[src/rtl/rbs_pkg.sv]
package rbs_pkg;
  typedef enum logic [1:0] {
    ST_IDLE  = 2'd0,
    ST_PUSH  = 2'd1,
    ST_FIN   = 2'd2,
    ST_FAULT = 2'd3
  } rbs_state_e;
endpackage

[src/rtl/rbs_addr_gen.sv]
module rbs_addr_gen #(
  parameter int XLEN   = 64,
  parameter int DISP_W = 16,
  parameter int SEL_W  = 5,
  parameter int STRIDE = 4
) (
  input  logic              clk,
  input  logic              rst_n,
  input  logic              load_en,
  input  logic              step_en,
  input  logic [SEL_W-1:0]  base_sel,
  input  logic [XLEN-1:0]   base_val,
  input  logic [DISP_W-1:0] disp,
  output logic [XLEN-1:0]   addr
);
  localparam int EXT_W = XLEN - DISP_W;

  logic [XLEN-1:0] base_eff;
  logic [XLEN-1:0] disp_ext;
  logic [XLEN-1:0] addr_d;
  logic [XLEN-1:0] addr_q;

  always_comb begin
    base_eff = (base_sel == '0) ? '0 : base_val;
    disp_ext = {{EXT_W{disp[DISP_W-1]}}, disp};
    addr_d   = addr_q;
    if (load_en)      addr_d = base_eff + disp_ext;
    else if (step_en) addr_d = addr_q + XLEN'(STRIDE);
  end

  always_ff @(posedge clk or negedge rst_n) begin
    if (!rst_n)                  addr_q <= '0;
    else if (load_en || step_en) addr_q <= addr_d;
  end

  assign addr = addr_q;
endmodule

[src/rtl/rbs_ctrl.sv]
module rbs_ctrl
  import rbs_pkg::*;
#(
  parameter int REG_COUNT = 32,
  parameter int IDX_W     = $clog2(REG_COUNT)
) (
  input  logic             clk,
  input  logic             rst_n,
  input  logic             cmd_valid,
  input  logic [IDX_W-1:0] cmd_start_reg,
  input  logic             cmd_little_endian,
  input  logic             wr_ready,
  output logic             load_en,
  output logic             step_en,
  output logic [IDX_W-1:0] cur_reg,
  output logic             wr_valid,
  output logic             busy,
  output logic             done,
  output logic             fault
);
  localparam logic [IDX_W-1:0] LAST_IDX = IDX_W'(REG_COUNT - 1);

  rbs_state_e       state_q, state_d;
  logic [IDX_W-1:0] reg_q, reg_d;
  logic             reg_en;

  always_comb begin
    state_d = state_q;
    reg_d   = reg_q;
    reg_en  = 1'b0;
    load_en = 1'b0;
    step_en = 1'b0;
    unique case (state_q)
      ST_IDLE: begin
        if (cmd_valid) begin
          if (cmd_little_endian) begin
            state_d = ST_FAULT;
          end else begin
            state_d = ST_PUSH;
            reg_d   = cmd_start_reg;
            reg_en  = 1'b1;
            load_en = 1'b1;
          end
        end
      end
      ST_PUSH: begin
        if (wr_ready) begin
          if (reg_q == LAST_IDX) begin
            state_d = ST_FIN;
          end else begin
            reg_d   = reg_q + 1'b1;
            reg_en  = 1'b1;
            step_en = 1'b1;
          end
        end
      end
      ST_FIN:   state_d = ST_IDLE;
      ST_FAULT: state_d = ST_IDLE;
      default:  state_d = ST_IDLE;
    endcase
  end

  always_ff @(posedge clk or negedge rst_n) begin
    if (!rst_n) state_q <= ST_IDLE;
    else        state_q <= state_d;
  end

  always_ff @(posedge clk or negedge rst_n) begin
    if (!rst_n)      reg_q <= '0;
    else if (reg_en) reg_q <= reg_d;
  end

  assign cur_reg  = reg_q;
  assign wr_valid = (state_q == ST_PUSH);
  assign busy     = (state_q != ST_IDLE);
  assign done     = (state_q == ST_FIN);
  assign fault    = (state_q == ST_FAULT);
endmodule

[src/rtl/reg_block_store_seq.sv]
module reg_block_store_seq #(
  parameter int XLEN      = 64,
  parameter int WORD_W    = 32,
  parameter int DISP_W    = 16,
  parameter int REG_COUNT = 32,
  parameter int IDX_W     = $clog2(REG_COUNT)
) (
  input  logic              clk,
  input  logic              rst_n,
  input  logic              cmd_valid,
  input  logic [IDX_W-1:0]  cmd_start_reg,
  input  logic [IDX_W-1:0]  cmd_base_sel,
  input  logic [XLEN-1:0]   cmd_base_val,
  input  logic [DISP_W-1:0] cmd_disp,
  input  logic              cmd_little_endian,
  output logic [IDX_W-1:0]  rf_rd_idx,
  input  logic [WORD_W-1:0] rf_rd_data,
  output logic              mem_wvalid,
  output logic [XLEN-1:0]   mem_waddr,
  output logic [WORD_W-1:0] mem_wdata,
  input  logic              mem_wready,
  output logic              busy,
  output logic              done,
  output logic              align_exc
);
  localparam int STRIDE = WORD_W / 8;

  logic load_en;
  logic step_en;
  logic cmd_take;

  assign cmd_take = cmd_valid && !busy;

  rbs_ctrl #(
    .REG_COUNT (REG_COUNT),
    .IDX_W     (IDX_W)
  ) u_ctrl (
    .clk               (clk),
    .rst_n             (rst_n),
    .cmd_valid         (cmd_take),
    .cmd_start_reg     (cmd_start_reg),
    .cmd_little_endian (cmd_little_endian),
    .wr_ready          (mem_wready),
    .load_en           (load_en),
    .step_en           (step_en),
    .cur_reg           (rf_rd_idx),
    .wr_valid          (mem_wvalid),
    .busy              (busy),
    .done              (done),
    .fault             (align_exc)
  );

  rbs_addr_gen #(
    .XLEN   (XLEN),
    .DISP_W (DISP_W),
    .SEL_W  (IDX_W),
    .STRIDE (STRIDE)
  ) u_addr (
    .clk      (clk),
    .rst_n    (rst_n),
    .load_en  (load_en),
    .step_en  (step_en),
    .base_sel (cmd_base_sel),
    .base_val (cmd_base_val),
    .disp     (cmd_disp),
    .addr     (mem_waddr)
  );

  assign mem_wdata = rf_rd_data;
endmodule

[config.mk]
export PLATFORM = sky130hd
export DESIGN_NAME = reg_block_store_seq
export DESIGN_NICKNAME = d
export VERILOG_FILES = /design/src/rtl/rbs_pkg.sv /design/src/rtl/rbs_addr_gen.sv /design/src/rtl/rbs_ctrl.sv /design/src/rtl/reg_block_store_seq.sv
export SDC_FILE = /design/constraint.sdc
export NUM_CORES = 1
export LEC_CHECK = 0
export BUFFER_PORTS_ARGS = -buffer_cell sky130_fd_sc_hd__buf_2
export CAP_MARGIN = 20
export CORE_ASPECT_RATIO = 0.7
export CORE_UTILIZATION = 29
export CTS_BUF_LIST = sky130_fd_sc_hd__clkbuf_4
export CTS_CLUSTER_SIZE = 14
export DETAILED_ROUTE_END_ITERATION = 16
export PLACE_DENSITY = 0.61
export SETUP_SLACK_MARGIN = 0.5
export SLEW_MARGIN = 0
export SYNTH_ARGS = -nofsm -noshare
export SYNTH_HDL_FRONTEND = slang
export SYNTH_SLANG_ARGS = --single-unit
[constraint.sdc]
create_clock -name clk -period 2.4 [get_ports clk]
set_input_delay 0.36 -clock clk [delete_from_list [all_inputs] [get_ports clk]]
set_output_delay 0.36 -clock clk [all_outputs]
set_load 0.02 [all_outputs]
# Yosys cells after proc, flatten, opt, wreduce, memory -nomap -nowiden
# Cells that the tools add are included.
[word_totals]
in_bits = 127
reg_bits = 71
output_inout_bits = 105
[op_classes]
reduce_logical = 12
n_eq_ne = 9
add_sub_neg = 3
mux = 20
[ops]
columns = ["cell", "count"]
rows = [
  ["2-to-1 mux 64 bit", 3],
  ["adder 64 x 3 -> 64 bit (second input constant)", 1],
  ["adder 64 bit", 1],
  ["2-to-1 mux 5 bit", 4],
  ["one-hot mux 5 bit (2 select lines)", 1],
  ["2-to-1 mux 2 bit", 4],
  ["2-to-1 mux 1 bit", 6],
  ["inequality test 2 bit (second input constant)", 3],
  ["one-hot mux 2 bit (3 select lines)", 1],
  ["AND reduction 6 bit", 1],
  ["nonzero test 2 bit", 3],
  ["adder 5 x 1 -> 5 bit (second input constant)", 1],
  ["equality test 5 bit (second input constant)", 1],
  ["zero test 5 bit", 1],
  ["equality test 2 bit (second input constant)", 2],
  ["inequality test 2 x 1 -> 1 bit (second input constant)", 2],
  ["AND reduction 3 bit", 1],
  ["equality test 2 x 1 -> 1 bit (second input constant)", 1],
  ["zero test 2 bit", 1],
  ["one-hot mux 1 bit (2 select lines)", 1],
  ["AND reduction 2 bit", 1],
  ["OR reduction 2 bit", 1],
  ["logical AND 1 bit", 1],
  ["zero test 1 bit", 1],
  ["logical OR 1 bit", 1],
]

# Depth between registers and ports, before layout
# Gate-level depths: netlist of run 1.
[logic_depth]
depth_word = 7
mapped_depth = 16

# By module
# A second synthesis of run 1 with hierarchy kept.
[unflattened]
hier_cells = 1121
hier_area_um2 = 8495.6
[modules_own_cells]
columns = ["module", "n_inst", "cells_each", "area_each_um2"]
rows = [
  ["rbs_addr_gen", 1, 1045, 7746.2],
  ["rbs_ctrl", 1, 43, 495.5],
  ["reg_block_store_seq", 1, 33, 254.0],
]

# Least setup slack after synthesis of run 1
# Ideal clock, no wire load.
[synth_timing]
path_type = "input to register"
startpoint = "in cmd_base_sel[0]"
endpoint = "reg u_addr.addr_q[51] (netlist: u_addr.addr[51])"
t_arrival_ns = 3.709
setup_ns = 0.120
cell_stages = 15
setup_slack_ns = -1.429
t_required_ns = 2.280
path_cell_list = "or4_1 > nor2_1 > clkbuf_1 > nor2b_1 > ha_1 > buf_6 > a21oi_1 > o21ai_1 > a31oi_1 > a31oi_1 > or3_1 > o21ai_4 > nor3_1 > or3_1 > a31o_1"
[synth_between]
elab_chain_cells = 4
[synth_lines]
columns = ["element", "line", "rtl"]
rows = [
  ["from (decl)", "reg_block_store_seq.sv:12", "input logic [IDX_W-1:0] cmd_base_sel,"],
  ["zero test 5 bit", "rbs_addr_gen.sv:24", "base_eff = (base_sel == '0) ? '0 : base_val;"],
  ["2-to-1 mux 64 bit", "rbs_addr_gen.sv:24", ""],
  ["adder 64 bit", "rbs_addr_gen.sv:27", "if (load_en) addr_d = base_eff + disp_ext;"],
  ["2-to-1 mux 64 bit", "rbs_addr_gen.sv:27", ""],
  ["to (signal assigned)", "rbs_addr_gen.sv:33", "else if (load_en || step_en) addr_q <= addr_d;"],
  ["to (decl)", "rbs_addr_gen.sv:21", "logic [XLEN-1:0] addr_q;"],
]
# Every way passes these cells.
# A chain may end at the register's enable or synchronous reset.

# Final worst setup path of run 1
[layout_timing]
startpoint = "in cmd_base_sel[4]"
endpoint = "reg u_addr.addr_q[52] (netlist: u_addr.addr[52])"
# Same word-level chain as after synthesis.

==> results of run 1 <==
==> cell usage after synthesis, drive strengths merged (2+ instances only) <==
master / number / area share (%)
or2: 3 / 0.22
dfrtp: 71 / 21
mux2i: 7 / 0.81
clkbuf: 38 / 1.7
and3: 17 / 1.2
a31o: 4 / 0.41
a221oi: 4 / 0.41
a31oi: 12 / 0.87
nor2: 77 / 3.4
or4: 2 / 0.17
nand2b: 4 / 0.38
o31ai: 5 / 0.49
or3: 5 / 0.42
inv: 23 / 1.0
o211a: 2 / 0.23
o21a: 8 / 0.70
a21oi: 103 / 6.1
and4: 9 / 1.0
nor2b: 69 / 5.0
o21bai: 17 / 1.5
o2111ai: 3 / 0.38
o21ba: 2 / 0.23
ha: 66 / 9.6
a211o: 2 / 0.20
a311oi: 4 / 0.41
nor4: 7 / 0.86
nor3: 27 / 1.9
xnor2: 65 / 6.6
a22oi: 2 / 0.17
nand4: 41 / 3.1
nand2: 140 / 6.1
nand3: 42 / 2.6
o211ai: 6 / 0.52
o22ai: 6 / 0.44
o21ai: 94 / 5.6
buf: 49 / 3.9
and2: 13 / 0.96
a21o: 29 / 2.5
nor4b: 2 / 0.35
xor2: 44 / 4.5
a211oi: 15 / 1.4
==> worst register-to-register path: cells and delay by family, from the launching register on <==
kind                       cells  cell delay (ns)
and+or+nand+nor                8             1.59
adders and majority gates      2             0.35
AOI/OAI and AO/OA              1             0.14
DFF                            1             0.44
xor gates and xnor gates       1             0.15
==> power by group through the flow <==
stage | clock (mW) | sequential [mW] | combinational, mW
detailed placement | 0 | 2.38 | 5.77
finish | 0.853 | 2.38 | 6.41
global route | 0.919 | 2.45 | 6.89
global placement | 0 | 2.35 | 5.71
CTS | 0.866 | 2.35 | 5.96
floorplan | 0 | 3.08 | 2.41
==> layer usage <==
metal	GRT usage (%)	wire (um)	up-vias
met2	32.01	14790	364
met4	4.222	454	0
li1	-	-	4988
met1	32.85	17400	4920
met5	0	0	-
met3	2.538	1955	36
==> worst max-delay path by stage <==
stage                     depth (start not counted)  slack, ns                           to
final                                            17      -0.97  u_addr.addr[52]$_DFFE_PN0N_
after CTS                                        15      -0.99  u_addr.addr[51]$_DFFE_PN0N_
after global routing                             18      -1.08  u_addr.addr[60]$_DFFE_PN0N_
after global placement                           17      -1.59  u_addr.addr[41]$_DFFE_PN0N_
after detailed placement                         18      -1.61  u_addr.addr[41]$_DFFE_PN0N_
after floorplan                                  15      -1.10  u_addr.addr[51]$_DFFE_PN0N_
==> stage by stage <==
| step | power [mW] | util (%) | setup TNS (ns) | cells | worst slack (ns) |
|---|---|---|---|---|---|
| finish | 9.642 | 46.75 | -42.68 | 1983 | -0.9748 |
| global route | 10.26 | 46.75 | -48.72 | 1983 | -1.083 |
| CTS | 9.177 | 43.83 | -37.83 | 1962 | -0.9890 |
| detailed placement | 8.152 | 41.94 | -74.43 | 1943 | -1.612 |
| global placement | 8.066 | 41.94 | -72.54 | 1943 | -1.593 |
| floorplan | 5.491 | - | -46.18 | 1147 | -1.096 |
==> layout by cell type, fill, tap and decap left out, drive strengths merged, types with 10 or more instances in the layout <==
cell | netlist | routed
buf | 49 | 526
nand2 | 140 | 140
a21oi | 103 | 103
o21ai | 94 | 94
nor2 | 77 | 77
dfrtp | 71 | 71
nor2b | 69 | 69
ha | 66 | 66
xnor2 | 65 | 65
xor2 | 44 | 44
nand3 | 42 | 42
nand4 | 41 | 41
a21o | 29 | 29
nor3 | 27 | 27
inv | 23 | 26
o21bai | 17 | 17
and3 | 17 | 17
a211oi | 15 | 15
and2 | 13 | 13
a31oi | 12 | 12
clkbuf | 38 | 10
==> repair_timing <==
item / 4_1_cts / 5_1_grt
endpoints found under the setup margin: 68 / 67
pin swaps: 15 / 74
gates cloned: 0 / 2
hold buffers: 1 / 0
gates resized for setup: 87 / 142
buffers inserted: 2 / 18
hold endpoints to repair: 10 / 0
==> final cells by class <==
type / count / area, um^2
multi-input cells: 966 / 7330
well taps: 378 / 473.0
clock buffers: 9 / 67.56
flip-flops and latches: 71 / 1778
repair buffers: 528 / 3749
fillers: 2910 / 15450
diodes: 1 / 2.502
inverters: 23 / 88.84
clock inverters: 7 / 77.57
==> cell families after synthesis <==
kind of cell               count (synthesis)
muxes                                      7
buffers and inverters                    110
xor gates and xnor gates                 109
and+or+nand+nor                          459
DFF                                       71
adders and majority gates                 67
AOI/OAI and AO/OA                        324
==> results.py, run 1 <==
metrics = {
    "final_layout": {
        "fin_nets": 1793,
        "area_delta_synth_final_pct": 57.54,
        "largest_register_ffs": 64,
        "stdcell_area_um2": 13570,
        "drive_gt1_share_pct": 46.26,
    },
    "timing": {
        "final_max_slew_viol_count": 0,
        "worst_pin_slew_ns": 0.4342,
        "max_freq_ghz": 0.2963,
        "final_hold_viol_count": 0,
        "timing.hold.ws_ns": 0.1301,
        "setup_slack_ns": -0.9748,
        "fin_skew_ns": 0.02225,
        "min_period_over_period_pct": 140.6,
        "period_minus_slack_ns": 3.375,
        "slew_headroom_pct": 70.88,
        "finalSetupViolCount": 58,
        "rsz0062_at_grt": "true",
    },
    "critical_path": {
        "required_ns": 2.76,
        "slowest_stage": "or4_4",
        "reg2regPathDepth": 12,
        "r2r_start": "u_ctrl.cur_reg[1]$_DFFE_PN0P_",
        "start_kind": "primary input",
        "crit_path_start": "cmd_base_sel[4]",
        "crit_fanout": 16,
        "crit_top_cell": "buf_6",
        "crit_family": "simple AND/OR/NAND/NOR gates",
        "slowest_delay_ns": 0.56,
        "cp_data_arrival_time_ns": 3.74,
        "path_class": "in -> reg",
        "worstPathCellList": "buf_6 > or4_4 > nor2_4 > buf_12 > nor2b_1 > ha_2 > and2_4 > and3_4 > a221o_1 > o21ai_2 > o211ai_1 > buf_4 > a21oi_4 > o21ai_4 > buf_6 > xnor2_4 > mux2i_1",
        "crit_path_end_kind": "register",
        "worst-path-buf-inv": 4,
        "reg2reg_to": "u_addr.addr[43]$_DFFE_PN0N_",
        "ff2ff_setup_slack_ns": -0.34,
    },
    "synth": {
        "syn_area_um2": 8611,
        "yosys.area_share.simple_pct": 27.83,
        "synth_top_family_by_area": "simple AND/OR/NAND/NOR gates",
        "ys_seq_elements": 71,
        "synth-compound-area-share_pct": 23.23,
        "muxShareOfSynthArea_pct": 0.8137,
        "synth_edf_count": 0,
        "async_reset_ff_share_pct": 100.0,
        "synth_ff_type": "dfrtp_1",
        "ys_seq_area_share_pct": 20.63,
        "ys_types": 73,
        "yosysWarnings": 0,
        "synth_fa_ha_area_share_pct": 9.823,
        "synth_fp_nets": 1341,
        "syn_area_per_cell_um2": 7.507,
        "syn_inst": 1147,
        "synthXorXnorAreaFrac_pct": 11.09,
    },
    "power": {
        "p_int_mw": 4.954,
        "ir_drop_uv": 393.9,
        "power_frac_clock_pct": 8.8,
        "switchingPower_mw": 4.689,
        "power.density_nw_per_um2": 710.8,
        "sequentialPowerShare_pct": 24.6,
        "p_leak_nw": 6.263,
        "switching_share_pct": 48.62,
        "p_comb_share_pct": 66.5,
    },
    "grt": {
        "grt_pass1_vias": 9533,
        "grt_max_degree": 62,
        "grt_overflow": 0,
        "antenna_found_initial": 1,
        "grt_usage_pct": 21.48,
        "grt_pass1_wl_mm": 51.98,
    },
    "floorplan": {
        "coreArea_um2": 29020,
        "die_y_um": 146.2,
        "row_count": 52,
        "die_w_um": 208.0,
        "die-area_um2": 30400,
        "start_util_pct": 29.67,
        "ios": 232,
    },
    "clocking": {
        "clkTransAtPathRegs_ns": 0.14,
        "clkLatencyLatePin_ns": 0.47,
        "clock_sinks": 71,
        "cts_max_path_buffers": 2,
        "cts_tree": "done",
        "clockRootBuffer": "clkbuf_4",
        "cts_inserted_buffers": 9,
        "cts-htree-levels": 3,
    },
    "drt": {
        "remaining_drc_errors": 0,
        "postRouteWirelength_mm": 34.60,
        "vias": 10308,
        "avgViaCountPerCell": 5.198,
        "drt_iter0_markers": 789,
        "drt-pass1-iter-count": 5,
        "postRouteAntennaNets": 0,
        "post_drt_wl_per_cell_um": 17.45,
    },
    "placed_design": {
        "place_area_um2": 12170,
        "place_hpwl_mm": 27.70,
        "place_congestion": 0.9312,
        "numPortBuffers": 167,
    },
    "job": {
        "cap_viol_max_count": 0,
    },
    "status": {
        "outcome": "finished with violations",
        "violations": "negative setup slack",
    },
    "hold_path": {
        "holdPathStages": 3,
        "min_to": "u_ctrl.cur_reg[4]$_DFFE_PN0P_",
        "worstHoldStart": "cmd_start_reg[4]",
        "hold_path.class": "in -> reg",
    },
}
(Power assumes the default switching activity.)
==> run 2, diff against run 1 <==
--- a/config.mk
+++ b/config.mk
@@ -9,10 +9,9 @@
 export CAP_MARGIN = 20
 export CORE_ASPECT_RATIO = 0.7
 export CORE_UTILIZATION = 29
-export CTS_BUF_LIST = sky130_fd_sc_hd__clkbuf_4
 export CTS_CLUSTER_SIZE = 14
 export DETAILED_ROUTE_END_ITERATION = 16
-export PLACE_DENSITY = 0.61
+export PLACE_DENSITY = 0.52
 export SETUP_SLACK_MARGIN = 0.5
 export SLEW_MARGIN = 0
 export SYNTH_ARGS = -nofsm -noshare
==> constraint.sdc (replaced) <==
create_clock -name clk -period 2.4 [get_ports clk]
set_input_delay 0.24 -clock clk [delete_from_list [all_inputs] [get_ports clk]]
set_output_delay 0.24 -clock clk [all_outputs]
set_load 0.02 [all_outputs]
==> results.py, run 2 (synthesized netlist as in run 1, its figures left out) <==
metrics = {
    "status": {
        "outcome": "finished with violations",
        "violations": "negative setup slack",
    },
    "clocking": {
        "cts-htree-levels": 3,
        "clkTransAtPathRegs_ns": 0.06,
        "clkLatencyLatePin_ns": 0.34,
        "clockRootBuffer": "clkbuf_16",
        "cts_max_path_buffers": 2,
        "clock_sinks": 71,
        "cts_inserted_buffers": 9,
        "cts_tree": "done",
    },
    "critical_path": {
        "ff2ff_setup_slack_ns": -0.36,
        "start_kind": "primary input",
        "required_ns": 2.62,
        "slowest_delay_ns": 0.55,
        "cp_data_arrival_time_ns": 3.67,
        "worst-path-buf-inv": 7,
        "crit_path_end_kind": "register",
        "slowest_stage": "or4_4",
        "crit_fanout": 8,
        "crit_family": "simple AND/OR/NAND/NOR gates",
        "worstPathCellList": "buf_6 > or4_4 > nor2_4 > buf_12 > buf_12 > buf_16 > nor2b_1 > ha_1 > and3_4 > buf_6 > o2111ai_4 > a31o_4 > buf_4 > a211oi_2 > nor2_2 > o221ai_2 > xnor2_2 > buf_4 > o21ai_2",
        "path_class": "in -> reg",
    },
    "floorplan": {
        "die-area_um2": 30400,
        "ios": 232,
        "die_y_um": 146.2,
        "die_w_um": 208.0,
        "coreArea_um2": 29020,
        "row_count": 52,
        "start_util_pct": 29.67,
    },
    "drt": {
        "postRouteAntennaNets": 0,
        "drt-pass1-iter-count": 5,
        "drt_iter0_markers": 746,
        "post_drt_wl_per_cell_um": 17.88,
        "remaining_drc_errors": 0,
        "vias": 10317,
        "postRouteWirelength_mm": 36.39,
        "avgViaCountPerCell": 5.070,
    },
    "grt": {
        "grt_pass1_vias": 9941,
        "grt_pass1_wl_mm": 55.12,
        "antenna_found_initial": 0,
        "grt_max_degree": 61,
        "grt_overflow": 0,
        "grt_usage_pct": 22.91,
    },
    "placed_design": {
        "numPortBuffers": 167,
        "place_congestion": 0.9085,
        "place_hpwl_mm": 27.46,
        "pre_cts_slack_ns": -1.425,
    },
    "final_layout": {
        "diodes": 0,
        "final_cell_mix": "buf_4 (349), buf_2 (164), nand2_1 (121)",
        "fin_nets": 1846,
        "area_delta_synth_final_pct": 73.67,
        "multi_input_area_um2": 7919,
        "layout_commonest_cell": "buf_4",
        "largest_register_ffs": 64,
        "fin_util_pct": 51.54,
        "drive_gt1_share_pct": 52.20,
        "regArea_um2": 1778,
        "final.fill_count": 2715,
    },
    "job": {
        "cap_viol_max_count": 0,
    },
    "timing": {
        "timing.hold.ws_ns": 0.1419,
        "period_minus_slack_ns": 3.444,
        "min_period_over_period_pct": 143.5,
        "worst_pin_slew_ns": 0.6098,
        "rsz0062_at_grt": "true",
        "final_hold_viol_count": 0,
        "slew_headroom_pct": 59.35,
        "finalSetupViolCount": 59,
        "fin_skew_ns": 0.005693,
        "max_freq_ghz": 0.2904,
        "final_max_slew_viol_count": 0,
        "setup-tns-final_ns": -46.37,
        "setup_slack_ns": -1.044,
    },
    "power": {
        "power.total_mw": 10.67,
        "ir_drop_uv": 354.2,
        "power.density_nw_per_um2": 713.4,
        "p_leak_nw": 6.839,
    },
    "hold_path": {
        "hold_path.class": "in -> reg",
    },
}
==> run 2: area by class of cell <==
cell class / count / share of cell area (%)
Multi-Input combinational cell: 966 / 52.95
Timing Repair Buffer: 581 / 29.25
Sequential cell: 71 / 11.89
Tap cell: 378 / 3.163
Clock buffer: 9 / 1.506
Clock inverter: 7 / 0.6442
Inverter: 23 / 0.5940
==> run 2: metal layers <==
metal / global-route usage (%) / up-vias / wire length, um / share of wire [%]
met5: 0 / - / 0 / 0
met4: 3.704 / 0 / 321 / 0.88
met3: 2.022 / 20 / 1688 / 4.6
met2: 34.55 / 281 / 15680 / 43
met1: 35.43 / 4929 / 18700 / 51
li1: - / 5087 / - / -
==> run 2: worst paths after layout <==
path	cells past startpoint	from	endpoint
setup reg to reg	12	u_ctrl.cur_reg[0]$_DFFE_PN0P_	u_addr.addr[43]$_DFFE_PN0N_
hold reg to reg	2	u_addr.addr[0]$_DFFE_PN0P_	u_addr.addr[0]$_DFFE_PN0P_
setup / recovery	19	cmd_base_sel[4]	u_addr.addr[35]$_DFFE_PN0N_
min in group asynchronous	2	rst_n	u_addr.addr[63]$_DFFE_PN0N_
max in group asynchronous	3	rst_n	u_addr.addr[39]$_DFFE_PN0N_
hold / removal	2	mem_wready	u_ctrl.state_q[0]$_DFFE_PN0P_
==> run 2: what timing repair did <==
action,CTS,global route
hold buffers,1,0
gates resized for setup,188,195
endpoints found under the hold margin,41,0
cloned,4,0
setup endpoints to repair,68,68
buffers inserted,35,37
pin swaps,55,134
==> run 2: stage by stage <==
stage / cells / cell area (um^2)
final: 2035 / 14950
after CTS: 1998 / 13750
after floorplan: 1147 / 8757
after detailed placement: 1942 / 12150
after global routing: 2035 / 14950
after global placement: 1942 / 12150
==> run 2: where the power goes <==
part	internal, mW	switching, mW	total [mW]
Combinational	3.12	3.67	6.79
Sequential	1.77	0.617	2.39
Clock	0.912	0.576	1.49
Total	5.80	4.86	10.7
